### config.mk
export PLATFORM = sky130hd
export DESIGN_NAME = ldma_chan
export DESIGN_NICKNAME = d
export VERILOG_FILES = /design/src/rtl/ldma_pkg.sv /design/src/rtl/ldma_engine.sv /design/src/rtl/ldma_csr.sv /design/src/rtl/ldma_chan.sv
export SDC_FILE = /design/constraint.sdc
export NUM_CORES = 1
export LEC_CHECK = 0
export BUFFER_PORTS_ARGS = -buffer_cell sky130_fd_sc_hd__clkbuf_2
export CAP_MARGIN = 10
export CORE_UTILIZATION = 64
export CTS_CLUSTER_SIZE = 12
export DETAILED_ROUTE_END_ITERATION = 10
export PLACE_DENSITY = 0.89
export SLEW_MARGIN = 20
export SYNTH_ARGS = -nofsm -noshare
export SYNTH_HDL_FRONTEND = slang
export SYNTH_SLANG_ARGS = --single-unit
### constraint.sdc
create_clock -name clk -period 5.7 [get_ports clk]
set_input_delay 1.71 -clock clk [delete_from_list [all_inputs] [get_ports clk]]
set_output_delay 1.71 -clock clk [all_outputs]
set_load 0.1 [all_outputs]
### src/rtl/ldma_pkg.sv
package ldma_pkg;
  localparam int WORD = 32;

  localparam int CMD_INC_SRC   = 31;
  localparam int CMD_INC_TGT   = 30;
  localparam int CMD_PACE_SRC  = 29;
  localparam int CMD_PACE_TGT  = 28;
  localparam int CMD_IRQ_START = 22;
  localparam int CMD_IRQ_END   = 21;

  typedef enum logic [2:0] {
    S_IDLE, S_FETCH, S_LOAD, S_WAIT, S_READ, S_WRITE, S_DONE
  } eng_st_t;

  // bytes per beat from the width code
  function automatic logic [2:0] beat_bytes(input logic [1:0] code);
    case (code)
      2'd1:    return 3'd1;
      2'd2:    return 3'd2;
      default: return 3'd4;
    endcase
  endfunction

  // memory size code for a width code
  function automatic logic [1:0] size_code(input logic [1:0] code);
    case (code)
      2'd1:    return 2'd0;
      2'd2:    return 2'd1;
      default: return 2'd2;
    endcase
  endfunction

  // bytes per request-paced burst
  function automatic logic [5:0] burst_bytes(input logic [1:0] code);
    case (code)
      2'd2:    return 6'd16;
      2'd3:    return 6'd32;
      default: return 6'd8;
    endcase
  endfunction
endpackage

### src/rtl/ldma_engine.sv
module ldma_engine
  import ldma_pkg::*;
#(
  parameter int LW = 13
) (
  input  logic            clk,
  input  logic            rst_n,
  input  logic            go,
  input  logic            nofetch,
  input  logic            abort,
  input  logic            wr_ptr,
  input  logic            wr_src,
  input  logic            wr_tgt,
  input  logic            wr_cmd,
  input  logic [WORD-1:0] wdata,
  input  logic            src_req,
  input  logic            tgt_req,
  output logic            mem_req,
  output logic            mem_we,
  output logic [WORD-1:0] mem_addr,
  output logic [1:0]      mem_size,
  output logic [WORD-1:0] mem_wdata,
  input  logic            mem_ack,
  input  logic            mem_err,
  input  logic [WORD-1:0] mem_rdata,
  output logic [WORD-1:0] ptr_q,
  output logic [WORD-1:0] src_q,
  output logic [WORD-1:0] tgt_q,
  output logic [WORD-1:0] cmd_q,
  output logic            idle,
  output logic            req_pend,
  output logic            ev_start,
  output logic            ev_end,
  output logic            ev_err,
  output logic            ev_halt
);
  eng_st_t             st;
  logic [WORD-1:4]     base_q;
  logic [1:0]          widx_q;
  logic [LW-1:0]       rem_q;
  logic [5:0]          bleft_q;
  logic                last_q;
  logic [WORD-1:0]     buf_q;

  logic                hs, flow, req_sel;
  logic [2:0]          w;
  logic [LW-1:0]       rem_nx;

  assign hs      = mem_req & mem_ack;
  assign w       = beat_bytes(cmd_q[15:14]);
  assign flow    = cmd_q[CMD_PACE_SRC] | cmd_q[CMD_PACE_TGT];
  assign req_sel = (cmd_q[CMD_PACE_SRC] & src_req) | (cmd_q[CMD_PACE_TGT] & tgt_req);
  assign rem_nx  = (rem_q > LW'(w)) ? rem_q - LW'(w) : '0;

  assign idle      = (st == S_IDLE);
  assign req_pend  = ~idle & req_sel;
  assign mem_req   = (st == S_FETCH) | (st == S_READ) | (st == S_WRITE);
  assign mem_we    = (st == S_WRITE);
  assign mem_size  = (st == S_FETCH) ? 2'd2 : size_code(cmd_q[15:14]);
  assign mem_wdata = buf_q;

  always_comb begin
    case (st)
      S_FETCH: mem_addr = {base_q, widx_q, 2'b00};
      S_WRITE: mem_addr = tgt_q;
      default: mem_addr = src_q;
    endcase
  end

  assign ev_start = (st == S_LOAD) & cmd_q[CMD_IRQ_START];
  assign ev_end   = (st == S_DONE) & cmd_q[CMD_IRQ_END];
  assign ev_err   = hs & mem_err;
  assign ev_halt  = ((st == S_DONE) & last_q) | ev_err;

  always_ff @(posedge clk or negedge rst_n) begin
    if (!rst_n) begin
      st      <= S_IDLE;
      base_q  <= '0;
      widx_q  <= '0;
      rem_q   <= '0;
      bleft_q <= '0;
      last_q  <= 1'b0;
      buf_q   <= '0;
      ptr_q   <= '0;
      src_q   <= '0;
      tgt_q   <= '0;
      cmd_q   <= '0;
    end else if (abort && st != S_IDLE) begin
      st <= S_IDLE;
    end else begin
      case (st)
        S_IDLE: begin
          if (wr_ptr) ptr_q <= wdata;
          if (wr_src) src_q <= wdata;
          if (wr_tgt) tgt_q <= wdata;
          if (wr_cmd) cmd_q <= wdata;
          if (go) begin
            if (nofetch) begin
              last_q <= 1'b1;
              st     <= S_LOAD;
            end else begin
              base_q <= ptr_q[WORD-1:4];
              widx_q <= '0;
              st     <= S_FETCH;
            end
          end
        end
        S_FETCH: if (hs) begin
          if (mem_err) st <= S_IDLE;
          else begin
            case (widx_q)
              2'd0: begin ptr_q <= mem_rdata; last_q <= mem_rdata[0]; end
              2'd1: src_q <= mem_rdata;
              2'd2: tgt_q <= mem_rdata;
              default: cmd_q <= mem_rdata;
            endcase
            widx_q <= widx_q + 2'd1;
            if (widx_q == 2'd3) st <= S_LOAD;
          end
        end
        S_LOAD: begin
          rem_q <= cmd_q[LW-1:0];
          if (cmd_q[LW-1:0] == '0) st <= S_DONE;
          else if (flow)           st <= S_WAIT;
          else                     st <= S_READ;
        end
        S_WAIT: if (req_sel) begin
          bleft_q <= burst_bytes(cmd_q[17:16]);
          st      <= S_READ;
        end
        S_READ: if (hs) begin
          if (mem_err) st <= S_IDLE;
          else begin
            buf_q <= mem_rdata;
            if (cmd_q[CMD_INC_SRC]) src_q <= src_q + WORD'(w);
            st <= S_WRITE;
          end
        end
        S_WRITE: if (hs) begin
          if (mem_err) st <= S_IDLE;
          else begin
            if (cmd_q[CMD_INC_TGT]) tgt_q <= tgt_q + WORD'(w);
            rem_q <= rem_nx;
            if (rem_nx == '0)                      st <= S_DONE;
            else if (flow && bleft_q <= 6'(w))     st <= S_WAIT;
            else begin
              bleft_q <= bleft_q - 6'(w);
              st      <= S_READ;
            end
          end
        end
        S_DONE: begin
          if (last_q) st <= S_IDLE;
          else begin
            base_q <= ptr_q[WORD-1:4];
            widx_q <= '0;
            st     <= S_FETCH;
          end
        end
        default: st <= S_IDLE;
      endcase
    end
  end


  req_hold_chk: assert property (@(posedge clk) disable iff (!rst_n)
    (mem_req && !mem_ack && !abort) |=> (mem_req && $stable(mem_addr)));

  err_halt_chk: assert property (@(posedge clk) disable iff (!rst_n)
    ev_err |=> idle);

  pace_hold_chk: assert property (@(posedge clk) disable iff (!rst_n)
    (st == S_WAIT && !req_sel && !abort) |=> !mem_req);

  abort_quiet_chk: assert property (@(posedge clk) disable iff (!rst_n)
    abort |=> !mem_req);
endmodule

### src/rtl/ldma_csr.sv
module ldma_csr
  import ldma_pkg::*;
(
  input  logic            clk,
  input  logic            rst_n,
  input  logic            reg_wr,
  input  logic [2:0]      reg_addr,
  input  logic [5:0]      stat_wbits,
  output logic [WORD-1:0] reg_rdata,
  input  logic [WORD-1:0] ptr_q,
  input  logic [WORD-1:0] src_q,
  input  logic [WORD-1:0] tgt_q,
  input  logic [WORD-1:0] cmd_q,
  input  logic            idle,
  input  logic            req_pend,
  input  logic            ev_start,
  input  logic            ev_end,
  input  logic            ev_err,
  input  logic            ev_halt,
  output logic            go,
  output logic            nofetch,
  output logic            abort,
  output logic            wr_ptr,
  output logic            wr_src,
  output logic            wr_tgt,
  output logic            wr_cmd,
  output logic            irq
);
  // stat_wbits = {run, nofetch, stop_irq_en, end_clr, start_clr, err_clr}
  logic run_q, nof_q, sten_q, f_end, f_start, f_err;
  logic wr_stat;

  assign wr_stat = reg_wr & (reg_addr == 3'd0);
  assign wr_ptr  = reg_wr & (reg_addr == 3'd1);
  assign wr_src  = reg_wr & (reg_addr == 3'd2);
  assign wr_tgt  = reg_wr & (reg_addr == 3'd3);
  assign wr_cmd  = reg_wr & (reg_addr == 3'd4);

  assign go      = wr_stat & stat_wbits[5] & ~run_q & idle;
  assign abort   = wr_stat & ~stat_wbits[5] & run_q;
  assign nofetch = wr_stat ? stat_wbits[4] : nof_q;
  assign irq     = f_end | f_start | f_err | (sten_q & idle);

  always_ff @(posedge clk or negedge rst_n) begin
    if (!rst_n) begin
      run_q <= 1'b0; nof_q <= 1'b0; sten_q <= 1'b0;
      f_end <= 1'b0; f_start <= 1'b0; f_err <= 1'b0;
    end else begin
      if (go)           run_q <= 1'b1;
      else if (abort)   run_q <= 1'b0;
      else if (ev_halt) run_q <= 1'b0;
      if (wr_stat) begin
        nof_q  <= stat_wbits[4];
        sten_q <= stat_wbits[3];
      end
      f_end   <= (f_end   & ~(wr_stat & stat_wbits[2])) | ev_end;
      f_start <= (f_start & ~(wr_stat & stat_wbits[1])) | ev_start;
      f_err   <= (f_err   & ~(wr_stat & stat_wbits[0])) | ev_err;
    end
  end

  always_comb begin
    case (reg_addr)
      3'd0: reg_rdata = {run_q, nof_q, sten_q, 20'd0, req_pend, 4'd0,
                         idle, f_end, f_start, f_err};
      3'd1: reg_rdata = ptr_q;
      3'd2: reg_rdata = src_q;
      3'd3: reg_rdata = tgt_q;
      3'd4: reg_rdata = cmd_q;
      default: reg_rdata = '0;
    endcase
  end


  end_irq_chk: assert property (@(posedge clk) disable iff (!rst_n)
    ev_end |=> irq);

  halt_run_chk: assert property (@(posedge clk) disable iff (!rst_n)
    (ev_halt && !go) |=> !run_q);
endmodule

### src/rtl/ldma_chan.sv
module ldma_chan
  import ldma_pkg::*;
#(
  parameter int LW = 13
) (
  input  logic        clk,
  input  logic        rst_n,
  input  logic        reg_wr,
  input  logic [2:0]  reg_addr,
  input  logic [31:0] reg_wdata,
  output logic [31:0] reg_rdata,
  output logic        mem_req,
  output logic        mem_we,
  output logic [31:0] mem_addr,
  output logic [1:0]  mem_size,
  output logic [31:0] mem_wdata,
  input  logic        mem_ack,
  input  logic        mem_err,
  input  logic [31:0] mem_rdata,
  input  logic        src_req,
  input  logic        tgt_req,
  output logic        irq
);
  logic go, nofetch, abort, wr_ptr, wr_src, wr_tgt, wr_cmd;
  logic idle, req_pend, ev_start, ev_end, ev_err, ev_halt;
  logic [WORD-1:0] ptr_q, src_q, tgt_q, cmd_q;

  ldma_engine #(.LW(LW)) u_engine (
    .clk(clk), .rst_n(rst_n), .go(go), .nofetch(nofetch), .abort(abort),
    .wr_ptr(wr_ptr), .wr_src(wr_src), .wr_tgt(wr_tgt), .wr_cmd(wr_cmd),
    .wdata(reg_wdata), .src_req(src_req), .tgt_req(tgt_req),
    .mem_req(mem_req), .mem_we(mem_we), .mem_addr(mem_addr),
    .mem_size(mem_size), .mem_wdata(mem_wdata), .mem_ack(mem_ack),
    .mem_err(mem_err), .mem_rdata(mem_rdata),
    .ptr_q(ptr_q), .src_q(src_q), .tgt_q(tgt_q), .cmd_q(cmd_q),
    .idle(idle), .req_pend(req_pend), .ev_start(ev_start),
    .ev_end(ev_end), .ev_err(ev_err), .ev_halt(ev_halt)
  );

  ldma_csr u_csr (
    .clk(clk), .rst_n(rst_n), .reg_wr(reg_wr), .reg_addr(reg_addr),
    .stat_wbits({reg_wdata[31:29], reg_wdata[2:0]}), .reg_rdata(reg_rdata),
    .ptr_q(ptr_q), .src_q(src_q), .tgt_q(tgt_q), .cmd_q(cmd_q),
    .idle(idle), .req_pend(req_pend), .ev_start(ev_start),
    .ev_end(ev_end), .ev_err(ev_err), .ev_halt(ev_halt),
    .go(go), .nofetch(nofetch), .abort(abort),
    .wr_ptr(wr_ptr), .wr_src(wr_src), .wr_tgt(wr_tgt), .wr_cmd(wr_cmd),
    .irq(irq)
  );
endmodule

## Word level (Yosys, flattened, before mapping)

Cells that the tools add are included.

| cells by class | value |
|---|---|
| reductions and logical operators | 28 |
| equality and inequality tests | 46 |
| bitwise logic cells | 44 |
| add/sub/neg operators | 5 |
| order comparisons | 2 |
| mux-type cells | 79 |

Operators with widths:

| cell | count |
|---|---|
| 32-bit 2-to-1 mux | 22 |
| 32-bit case mux with 2 select lines | 3 |
| 32-bit case mux with 3 select lines | 2 |
| 32-bit case mux with 5 select lines | 1 |
| 28-bit 2-to-1 mux | 3 |
| 32-bit by 3-bit adder with 32-bit output | 2 |
| 28-bit case mux with 2 select lines | 1 |
| 3-bit 2-to-1 mux | 14 |
| 13-bit 2-to-1 mux | 3 |
| 2-bit != test, second input constant | 17 |
| 6-bit 2-to-1 mux | 5 |
| 13-bit logical NOT | 2 |
| 13-bit case mux with 2 select lines | 1 |
| 1-bit bitwise AND | 25 |
| 6-bit case mux with 2 select lines | 2 |
| 3-bit case mux with 7 select lines | 1 |
| 7-bit AND reduction | 3 |
| 6-bit AND reduction | 3 |
| 9-bit AND reduction | 2 |
| 3-bit nonzero test | 5 |
| 2-bit 2-to-1 mux | 7 |
| 13-bit by 3-bit > comparator with 1-bit output | 1 |
| 13-bit by 3-bit subtractor with 13-bit output | 1 |
| 3-bit by 2-bit == test with 1-bit output, second input constant | 4 |
| 26 further kinds | 74 |

| word-level totals | value |
|---|---|
| output and inout bits | 101 |
| word-level logic and storage cells | 221 |
| register bits after elaboration | 219 |
| bits of input ports | 74 |

## Logic depth before layout (Yosys ltp)

Gate-level depths: netlist of the first run.

| logic depth | value |
|---|---|
| word-level depth | 10 |
| mapped depth | 12 |
| depth with buffers taken out | 11 |

## Modules after synthesis

Synthesis of the first run repeated with hierarchy kept, for this count alone.

| second synthesis, totals | value |
|---|---|
| cell total of the unflattened synthesis | 1493 |
| area total of the unflattened synthesis | 13395.3 µm² |

By module, submodules not included:

| module | area an instance (µm²) | cells each | times used | sequential area each (µm²) |
|---|---|---|---|---|
| ldma_engine | 12080.3 | 1338 | 1 | 5330.1 |
| ldma_csr | 1315.0 | 155 | 1 | 150.1 |

## Worst setup path before layout of the first run

Ideal clock, no wire load.

| timing | value |
|---|---|
| path type | input port to output port |
| from | input port reg_addr[2] |
| to | output port reg_rdata[31] |
| buffers on the path | 2 |
| arrival time | 4.665 ns |
| stages on the path | 6 |
| data required time | 3.990 ns |
| setup slack | -0.675 ns |
| cell sequence | clkbuf_1 clkbuf_1 mux2i_1 nor2_1 a21oi_1 o21ai_0 |

| on the way | value |
|---|---|
| cells in the longest elaborated chain, start to end | 2 |
| elaborated cells on any way between the ends | 6 |
| those cells by class | 4 x eq/ne; 1 x mux; 1 x reduce/logical |

Ends and longest elaborated chain:

| what | line | RTL |
|---|---|---|
| from (decl) | ldma_chan.sv:9 | `input logic [2:0] reg_addr,` |
| 3-bit == test (tied with other cells) | ldma_csr.sv:63 | `case (reg_addr)` |
| 32-bit case mux with 5 select lines * | ldma_csr.sv:63 |  |
| to (decl) | ldma_chan.sv:11 | `output logic [31:0] reg_rdata,` |

Every way passes the cells marked *; elsewhere a longest branch is shown, timed or not.

## Final worst setup path of the first run

| timing | value |
|---|---|
| from | input port reg_addr[2] |
| to | output port reg_rdata[16] |

The elaborated chain is that of the path after synthesis.

==> impl_metrics.toml, run 1 <==
[run_status]
outcome = "finished, final reports clean"

[placed_design]
dp_slack_ns = 0.670
io_buffers = 174
placed_area_um2 = 15000
hpwl_mm = 29.8
place_congestion = 0.933

[finish]
finalNetCount = 1707
final_common_cell = "dfrtp_1"
drive_gt1_share_pct = 23.4
area_delta_synth_final_pct = 16.9
seq_area_um2 = 5480
final_cell_mix = "dfrtp_1, nand2_1, clkbuf_2"
multi_input_area_um2 = 7620
fin_area_um2 = 15900
fill_cells = 1312

[cts]
holdBufCountCts = 0
cts.clk_slew.worst_paths_ns = 0.06
clk_latency_ns = 0.56
htreeDepth = 1
cts_buffer_depth = 3
cts-root-buf = "clkbuf_16"
cts_tree = "built"
cts_resized = 0
clock-sinks = 219
cts_buffers = 25
cts_setup_buffers = 0

[critical_path]
arrival_ns = 3.44
required_ns = 3.99
critPathMaxStageDelay_ns = 0.40
slowest_stage = "buf_4"
start_kind = "input pin"
r2r_slack_ns = 1.92
path_max_fanout = 25
critPathKind = "input pin to output port"
crit_path_end_kind = "output port"
worstPathCellList = "clkbuf_2, nand2b_1, nor2_2, buf_4, a22oi_1, nand2_1, buf_12"

[timing]
post-route-period-util_pct = 90.3
setup_slack_ns = 0.552
setup_violations = 0
fmax_mhz = 194
slew_viol_final = 0
grt_setup_unrepaired = "false"
fin_crit_ns = 5.15
hold_viol = 0
whs_ns = 0.500
fin_skew_ns = 0.0241
slew_headroom_pct = 20.4
worstMarginPinSlew_ns = 1.19

[detailed_routing]
first_pass_iters = 6
wl_per_cell_um = 23.9
first_iter_violations = 1619
via_per_inst = 7.20
drc = 0
vias = 13680
ant_nets = 0
drt_wl_total_mm = 45.4

[die]
initial_core_util_pct = 66.2
num_rows = 52
io_pins = 175
die_x_um = 148
dieArea_um2 = 21800
die_height_um = 148
core_area_um2 = 20600

[yosys]
syn_area_per_cell_um2 = 9.08
synth_top_flop_cell = "dfrtp_1"
yosysWarnings = 0
ys_seq_area_share_pct = 40.3
ys_seq_elements = 219
synthArstFlopShare_pct = 100
syn_nets = 1594
synthCells = 1498
syn_area_um2 = 13600
synth_edf_count = 0
synth.distinct_cells = 91

[grt]
grt-ovfl-total = 0
grt_max_degree = 117
grt_pass1_vias = 13227
antenna_found_initial = 2
track_usage_pct = 41.7
grt_pass1_wl_mm = 71.2

[job]
maxCapViolations = 0

[min_path]
hp-class = "register to register"
==> worst max-delay path, delay by kind of cell <==
kind	cells	cell delay (ns)
AOI/OAI and AO/OA	1	0.16
and+or+nand+nor	3	0.69
buffers and inverters	3	0.87
==> per-layer routing <==
layer  global-route usage [%]  vias to the layer above  wire length (um)
li1                         -                     5730                 -
met1                     53.8                     6563             16600
met2                     65.9                     1137             20700
met3                     8.46                      248              5430
met4                     22.9                        2              2750
met5                        0                        -                12
==> final timing paths <==
kind / depth (start not counted) / to / startpoint
hold / removal: 1 / u_engine.base_q[19]$_DFFE_PN0P_ / u_engine.base_q[19]$_DFFE_PN0P_
max in group asynchronous: 2 / u_engine.mem_wdata[21]$_DFFE_PN0P_ / rst_n
setup / recovery: 7 / reg_rdata[16] / reg_addr[2]
hold reg to reg: 1 / u_engine.base_q[19]$_DFFE_PN0P_ / u_engine.base_q[19]$_DFFE_PN0P_
min in group asynchronous: 1 / u_engine.rem_q[10]$_DFFE_PN0P_ / rst_n
setup reg to reg: 6 / u_engine.cmd_q[8]$_DFFE_PN0P_ / u_engine.st[2]$_DFFE_PN0P_
==> sequential cells by signal, summed over array words and instances, names as in the netlist <==
name                cells
u_csr.f_end             1
u_csr.f_err             1
u_csr.f_start           1
u_csr.nof_q             1
u_csr.run_q             1
u_csr.sten_q            1
u_engine.base_q        28
u_engine.bleft_q        6
u_engine.cmd_q         32
u_engine.last_q         1
u_engine.mem_wdata     32
u_engine.ptr_q         32
u_engine.rem_q         13
u_engine.src_q         32
u_engine.st             3
u_engine.tgt_q         32
u_engine.widx_q         2
==> synthesized netlist by cell type, types with 8 or more instances <==
| cell | instances | area, um^2 |
|---|---|---|
| a211o_1 | 10 | 87.6 |
| a211oi_1 | 9 | 67.6 |
| a21o_1 | 10 | 75.1 |
| a21oi_1 | 113 | 566 |
| a22o_1 | 18 | 158 |
| a22oi_1 | 64 | 480 |
| a31oi_1 | 11 | 68.8 |
| and2_1 | 11 | 68.8 |
| and3_1 | 19 | 119 |
| buf_1 | 11 | 41.3 |
| buf_2 | 31 | 155 |
| clkbuf_1 | 70 | 263 |
| dfrtp_1 | 219 | 5480 |
| ha_1 | 18 | 225 |
| inv_1 | 18 | 67.6 |
| mux2_2 | 97 | 1090 |
| mux2i_1 | 59 | 591 |
| nand2_1 | 199 | 747 |
| nand3_1 | 44 | 220 |
| nand4_1 | 15 | 93.8 |
| nor2_1 | 120 | 450 |
| nor2b_1 | 9 | 56.3 |
| nor3_1 | 20 | 100 |
| o21ai_0 | 102 | 510 |
| o22ai_1 | 16 | 100 |
| or3_1 | 8 | 50.1 |
| xnor2_1 | 17 | 149 |
| xor2_1 | 8 | 70.1 |
==> logic make-up (layout without fill, tap and decap cells) <==
kind of cell             Yosys count  count (layout)  share of synthesized area [%]
multiplexers                     159             159                           12.7
XOR/XNOR                          25              25                           1.61
AO/OA/AOI/OAI                    435             435                           21.1
buffers and inverters            138             268                           4.32
other                              0               1                              0
adder cells (fa/ha/maj)           22              22                           2.24
AND/OR/NAND/NOR                  500             500                           17.8
flip-flops                       219             219                           40.3
==> per-stage QoR <==
stage                     std cells  TNS [ns]  util [%]
after detailed placement       1854         0      73.1
after CTS                      1898         0      77.3
final                          1899         0      77.4
after floorplan                1498   -0.0485         -
after global routing           1899         0      77.4
after global placement         1854         0      73.1
==> area by class of cell <==
type	count	area share, %
well taps	270	2.12
flip-flops and latches	219	34.5
clock inverters	7	0.983
clock buffers	37	4.53
inverters	19	0.448
multi-input cells	1141	47.9
repair buffers	205	9.53
diodes	1	0.0157
Power of run 1 is not shown: default switching activity piles up to over one toggle a cycle in this logic, so the estimate is an artifact.
==> run 2, diff against run 1 <==
--- a/config.mk
+++ b/config.mk
@@ -7,6 +7,7 @@
 export LEC_CHECK = 0
 export BUFFER_PORTS_ARGS = -buffer_cell sky130_fd_sc_hd__clkbuf_2
 export CAP_MARGIN = 10
+export CORE_ASPECT_RATIO = 0.9
 export CORE_UTILIZATION = 64
 export CTS_CLUSTER_SIZE = 12
 export DETAILED_ROUTE_END_ITERATION = 10
==> impl_metrics.toml, run 2 (synthesis gave the netlist of run 1 again) <==
[run_status]
outcome = "finished, final reports clean"

[placed_design]
placed_area_um2 = 15000
place_congestion = 0.957
dp_slack_ns = 0.607
hpwl_mm = 29.6
io_buffers = 174

[detailed_routing]
first_pass_iters = 6
vias = 13529
drc = 0
drt_wl_total_mm = 44.9
ant_nets = 0
wl_per_cell_um = 23.5
first_iter_violations = 2043
via_per_inst = 7.08

[critical_path]
slowest_stage = "clkbuf_2"
reg2regPathDepth = 10
required_ns = 3.99
r2r-end = "u_engine.st[2]$_DFFE_PN0P_"
arrival_ns = 3.48
timing.critical_path.buf_inv = 3
crit_path_end_kind = "output port"
timing.rr.start = "u_engine.cmd_q[14]$_DFFE_PN0P_"
start_kind = "input pin"
critPathKind = "input pin to output port"
r2r_slack_ns = 1.87
worstPathCellList = "clkbuf_2, nand2b_1, nor2_2, buf_4, a22oi_1, nand2_1, buf_12"
critPathTopFamily = "buffers and inverters"
path_max_fanout = 25
critPathMaxStageDelay_ns = 0.39

[die]
io_pins = 175
die_height_um = 140
core_area_um2 = 20800
num_rows = 50
die_x_um = 156
dieArea_um2 = 21800
initial_core_util_pct = 65.3

[cts]
cts-root-buf = "clkbuf_16"
cts_buffers = 24
cts_tree = "built"
holdBufCountCts = 0
cts_resized = 0
cts_buffer_depth = 3
clk_latency_ns = 0.54
clock-sinks = 219
cts.clk_slew.worst_paths_ns = 0.06
cts_setup_buffers = 0
htreeDepth = 1

[min_path]
holdPathEnd = "u_engine.mem_wdata[22]$_DFFE_PN0P_"
min_path_cells = 1
hp-class = "register to register"
min_from = "u_engine.mem_wdata[22]$_DFFE_PN0P_"

[timing]
post-route-period-util_pct = 91.0
fmax_mhz = 193
grt_setup_unrepaired = "false"
worstMarginPinSlew_ns = 1.10
setup_slack_ns = 0.515
hold_viol = 0
setup_violations = 0
slew_headroom_pct = 26.3
slew_viol_final = 0
fin_skew_ns = 0.0255
whs_ns = 0.503
fin_crit_ns = 5.19

[grt]
grt_pass1_wl_mm = 70.1
track_usage_pct = 41.0
grt-ovfl-total = 0
grt_pass1_vias = 13260
grt_max_degree = 141
antenna_found_initial = 0

[job]
maxCapViolations = 0

[finish]
fill_cells = 1415
antenna_cells = 0
fin_area_um2 = 15800
final_cell_mix = "dfrtp_1, nand2_1, clkbuf_2"
final_common_cell = "dfrtp_1"
drive_gt1_share_pct = 23.3
finalNetCount = 1706
area_delta_synth_final_pct = 16.4
==> run 2: changes by cell type in the layout (fill, tap and decap cells not counted), sizes merged <==
cell / delta
diode: -1
clkinv: +2
clkinvlp: +1
bufinv: -3
clkbuf: -1
inv: -2
==> run 2: how the worst max path moves through the flow <==
stage	start	end	cells past startpoint
finish	reg_addr[0]	reg_rdata[26]	7
global route	reg_addr[2]	reg_rdata[29]	5
CTS	reg_addr[0]	reg_rdata[4]	7
detailed placement	reg_addr[0]	reg_rdata[4]	7
global placement	reg_addr[2]	reg_rdata[4]	7
floorplan	reg_addr[2]	reg_rdata[30]	6
==> run 2: worst register-to-register path: stages (launching register included) <==
cell,delay [ns]
dfrtp_1,0.44
inv_1,0.11
ha_1,0.31
inv_1,0.25
fa_1,0.49
a211o_1,0.41
xnor2_1,0.19
or3_1,0.39
o31ai_1,0.70
nor3_1,0.11
o41ai_1,0.30
==> run 2: layout make-up <==
| type | count | area [um^2] | share of cell area, % |
|---|---|---|---|
| multi-input cells | 1141 | 7610 | 48.1 |
| clock buffers | 36 | 706 | 4.46 |
| flip-flops and latches | 219 | 5480 | 34.6 |
| clock inverters | 5 | 63.8 | 0.403 |
| inverters | 19 | 71.3 | 0.450 |
| repair buffers | 205 | 1540 | 9.70 |
| well taps | 286 | 358 | 2.26 |
==> run 2: routing by layer <==
layer	routed length (um)	share of wire, %	up-vias	track usage (%)
li1	-	-	5705	-
met1	16300	36	6409	52.6
met2	19800	44	1164	62.6
met3	6070	13	251	10.7
met4	2690	6.0	0	24.4
met5	0	0	-	0
==> run 2: per-stage QoR <==
step	setup TNS [ns]	instances	util (%)
global placement	0	1869	72.1
CTS	0	1910	75.8
floorplan	-0.0485	1498	-
detailed placement	0	1869	72.1
finish	0	1911	76.0
global route	0	1911	76.0
Power of run 2 is left out for the same reason.
==> run 3, diff against run 2 <==
--- a/config.mk
+++ b/config.mk
@@ -8,10 +8,10 @@
 export BUFFER_PORTS_ARGS = -buffer_cell sky130_fd_sc_hd__clkbuf_2
 export CAP_MARGIN = 10
 export CORE_ASPECT_RATIO = 0.9
-export CORE_UTILIZATION = 64
+export CORE_UTILIZATION = 59
 export CTS_CLUSTER_SIZE = 12
 export DETAILED_ROUTE_END_ITERATION = 10
-export PLACE_DENSITY = 0.89
+export PLACE_DENSITY = 0.83
 export SLEW_MARGIN = 20
 export SYNTH_ARGS = -nofsm -noshare
 export SYNTH_HDL_FRONTEND = slang
==> constraint.sdc (replaced) <==
create_clock -name clk -period 5.3 [get_ports clk]
set_input_delay 1.59 -clock clk [delete_from_list [all_inputs] [get_ports clk]]
set_output_delay 1.59 -clock clk [all_outputs]
set_load 0.1 [all_outputs]
==> impl_metrics.toml, run 3 (synthesis gave the netlist of run 1 again) <==
[die]
dieArea_um2 = 23700
core_area_um2 = 22600
die_x_um = 162
io_pins = 175
num_rows = 52
die_height_um = 146
initial_core_util_pct = 60.3

[critical_path]
critical_path.most_common_cell = "clkbuf_2"
required_ns = 3.71
crit_path_end_kind = "output port"
worstPathCellList = "clkbuf_2, nor2b_1, a21oi_1, o22ai_2, clkbuf_2"
critPathTopFamily = "buffers and inverters"
start_kind = "input pin"
path_max_fanout = 22
slowest_stage = "clkbuf_2"
critPathMaxStageDelay_ns = 0.48
critPathKind = "input pin to output port"
arrival_ns = 3.22
timing.critical_path.buf_inv = 2

[finish]
final_common_cell = "dfrtp_1"
multi_input_area_um2 = 7620
final_util_pct = 70.3
seq_area_um2 = 5480
fill_cells = 1715
area_delta_synth_final_pct = 16.6
final_cell_mix = "dfrtp_1, nand2_1, clkbuf_2"
antenna_cells = 0
drive_gt1_share_pct = 23.5
finalNetCount = 1709

[grt]
grt_pass1_wl_mm = 73.1
grtUsageMet3_pct = 9.06
grt_max_degree = 114
antenna_found_initial = 1
grt-ovfl-total = 0
track_usage_pct = 40.5
grt_use_met1_pct = 60.6
gr-usage-met2_pct = 57.6
grt.busiest_layer = "met1"
grt_pass1_vias = 12312

[timing]
worstMarginPinSlew_ns = 1.15
slew_viol_final = 0
setup_violations = 0
fmax_mhz = 208
fin_skew_ns = 0.0255
slew_headroom_pct = 22.8
fin_crit_ns = 4.81
post-route-period-util_pct = 90.7
hold_viol = 0
grt_setup_unrepaired = "false"

[cts]
cts.clk_slew.worst_paths_ns = 0.06
cts_resized = 0
cts_setup_buffers = 0
cts_buffers = 24
cts-root-buf = "clkbuf_16"
holdBufCountCts = 0
htreeDepth = 1
clk_latency_ns = 0.54
clock-sinks = 219
cts_buffer_depth = 3
cts_tree = "built"

[detailed_routing]
first_pass_iters = 9
ant_nets = 0
vias = 13322
wl_per_cell_um = 24.9
drt_wl_total_mm = 47.9
drc = 1
via_per_inst = 6.92
first_iter_violations = 1698

[placed_design]
io_buffers = 174
hpwl_mm = 34.2
place_congestion = 1.01

[run_status]
violations = "DRC"
outcome = "complete, but fails checks"

[job]
maxCapViolations = 0

[min_path]
hp-class = "register to register"
## run 3: final timing paths
kind,from,end,slack (ns),cells past startpoint
max,reg_addr[1],reg_rdata[29],0.49,5
min,u_engine.base_q[20]$_DFFE_PN0P_,u_engine.base_q[20]$_DFFE_PN0P_,0.50,1
max reg2reg,u_engine.cmd_q[14]$_DFFE_PN0P_,u_engine.st[2]$_DFFE_PN0P_,1.65,10
min reg2reg,u_engine.base_q[20]$_DFFE_PN0P_,u_engine.base_q[20]$_DFFE_PN0P_,0.50,1
max in group asynchronous,rst_n,u_engine.bleft_q[0]$_DFFE_PN0P_,3.21,2
min in group asynchronous,rst_n,u_engine.ptr_q[29]$_DFFE_PN0P_,1.12,1
## run 3: through the flow
step	TNS, ns	cells	setup slack, ns	hold WS [ns]	area (um^2)
floorplan	-0.308	1498	-0.208	0.457	13600
global placement	0	1884	0.572	0.467	15100
detailed placement	0	1884	0.515	0.484	15100
CTS	0	1925	0.509	0.498	15900
global route	0	1925	0.422	0.519	15900
finish	0	1925	0.492	0.500	15900
## run 3: per-layer routing
| layer | share of wire [%] | vias up |
|---|---|---|
| li1 | - | 5724 |
| met3 | 14 | 134 |
| met4 | 3.6 | 2 |
| met5 | 0.023 | - |
| met2 | 42 | 998 |
| met1 | 40 | 6464 |
## run 3: area by class of cell
type	count	share of cell area, %
inverters	19	0.449
clock inverters	6	0.576
clock buffers	35	4.36
flip-flops and latches	219	34.6
repair buffers	208	9.70
multi-input cells	1141	48.0
well taps	297	2.34
Power of run 3 is left out for the same reason.
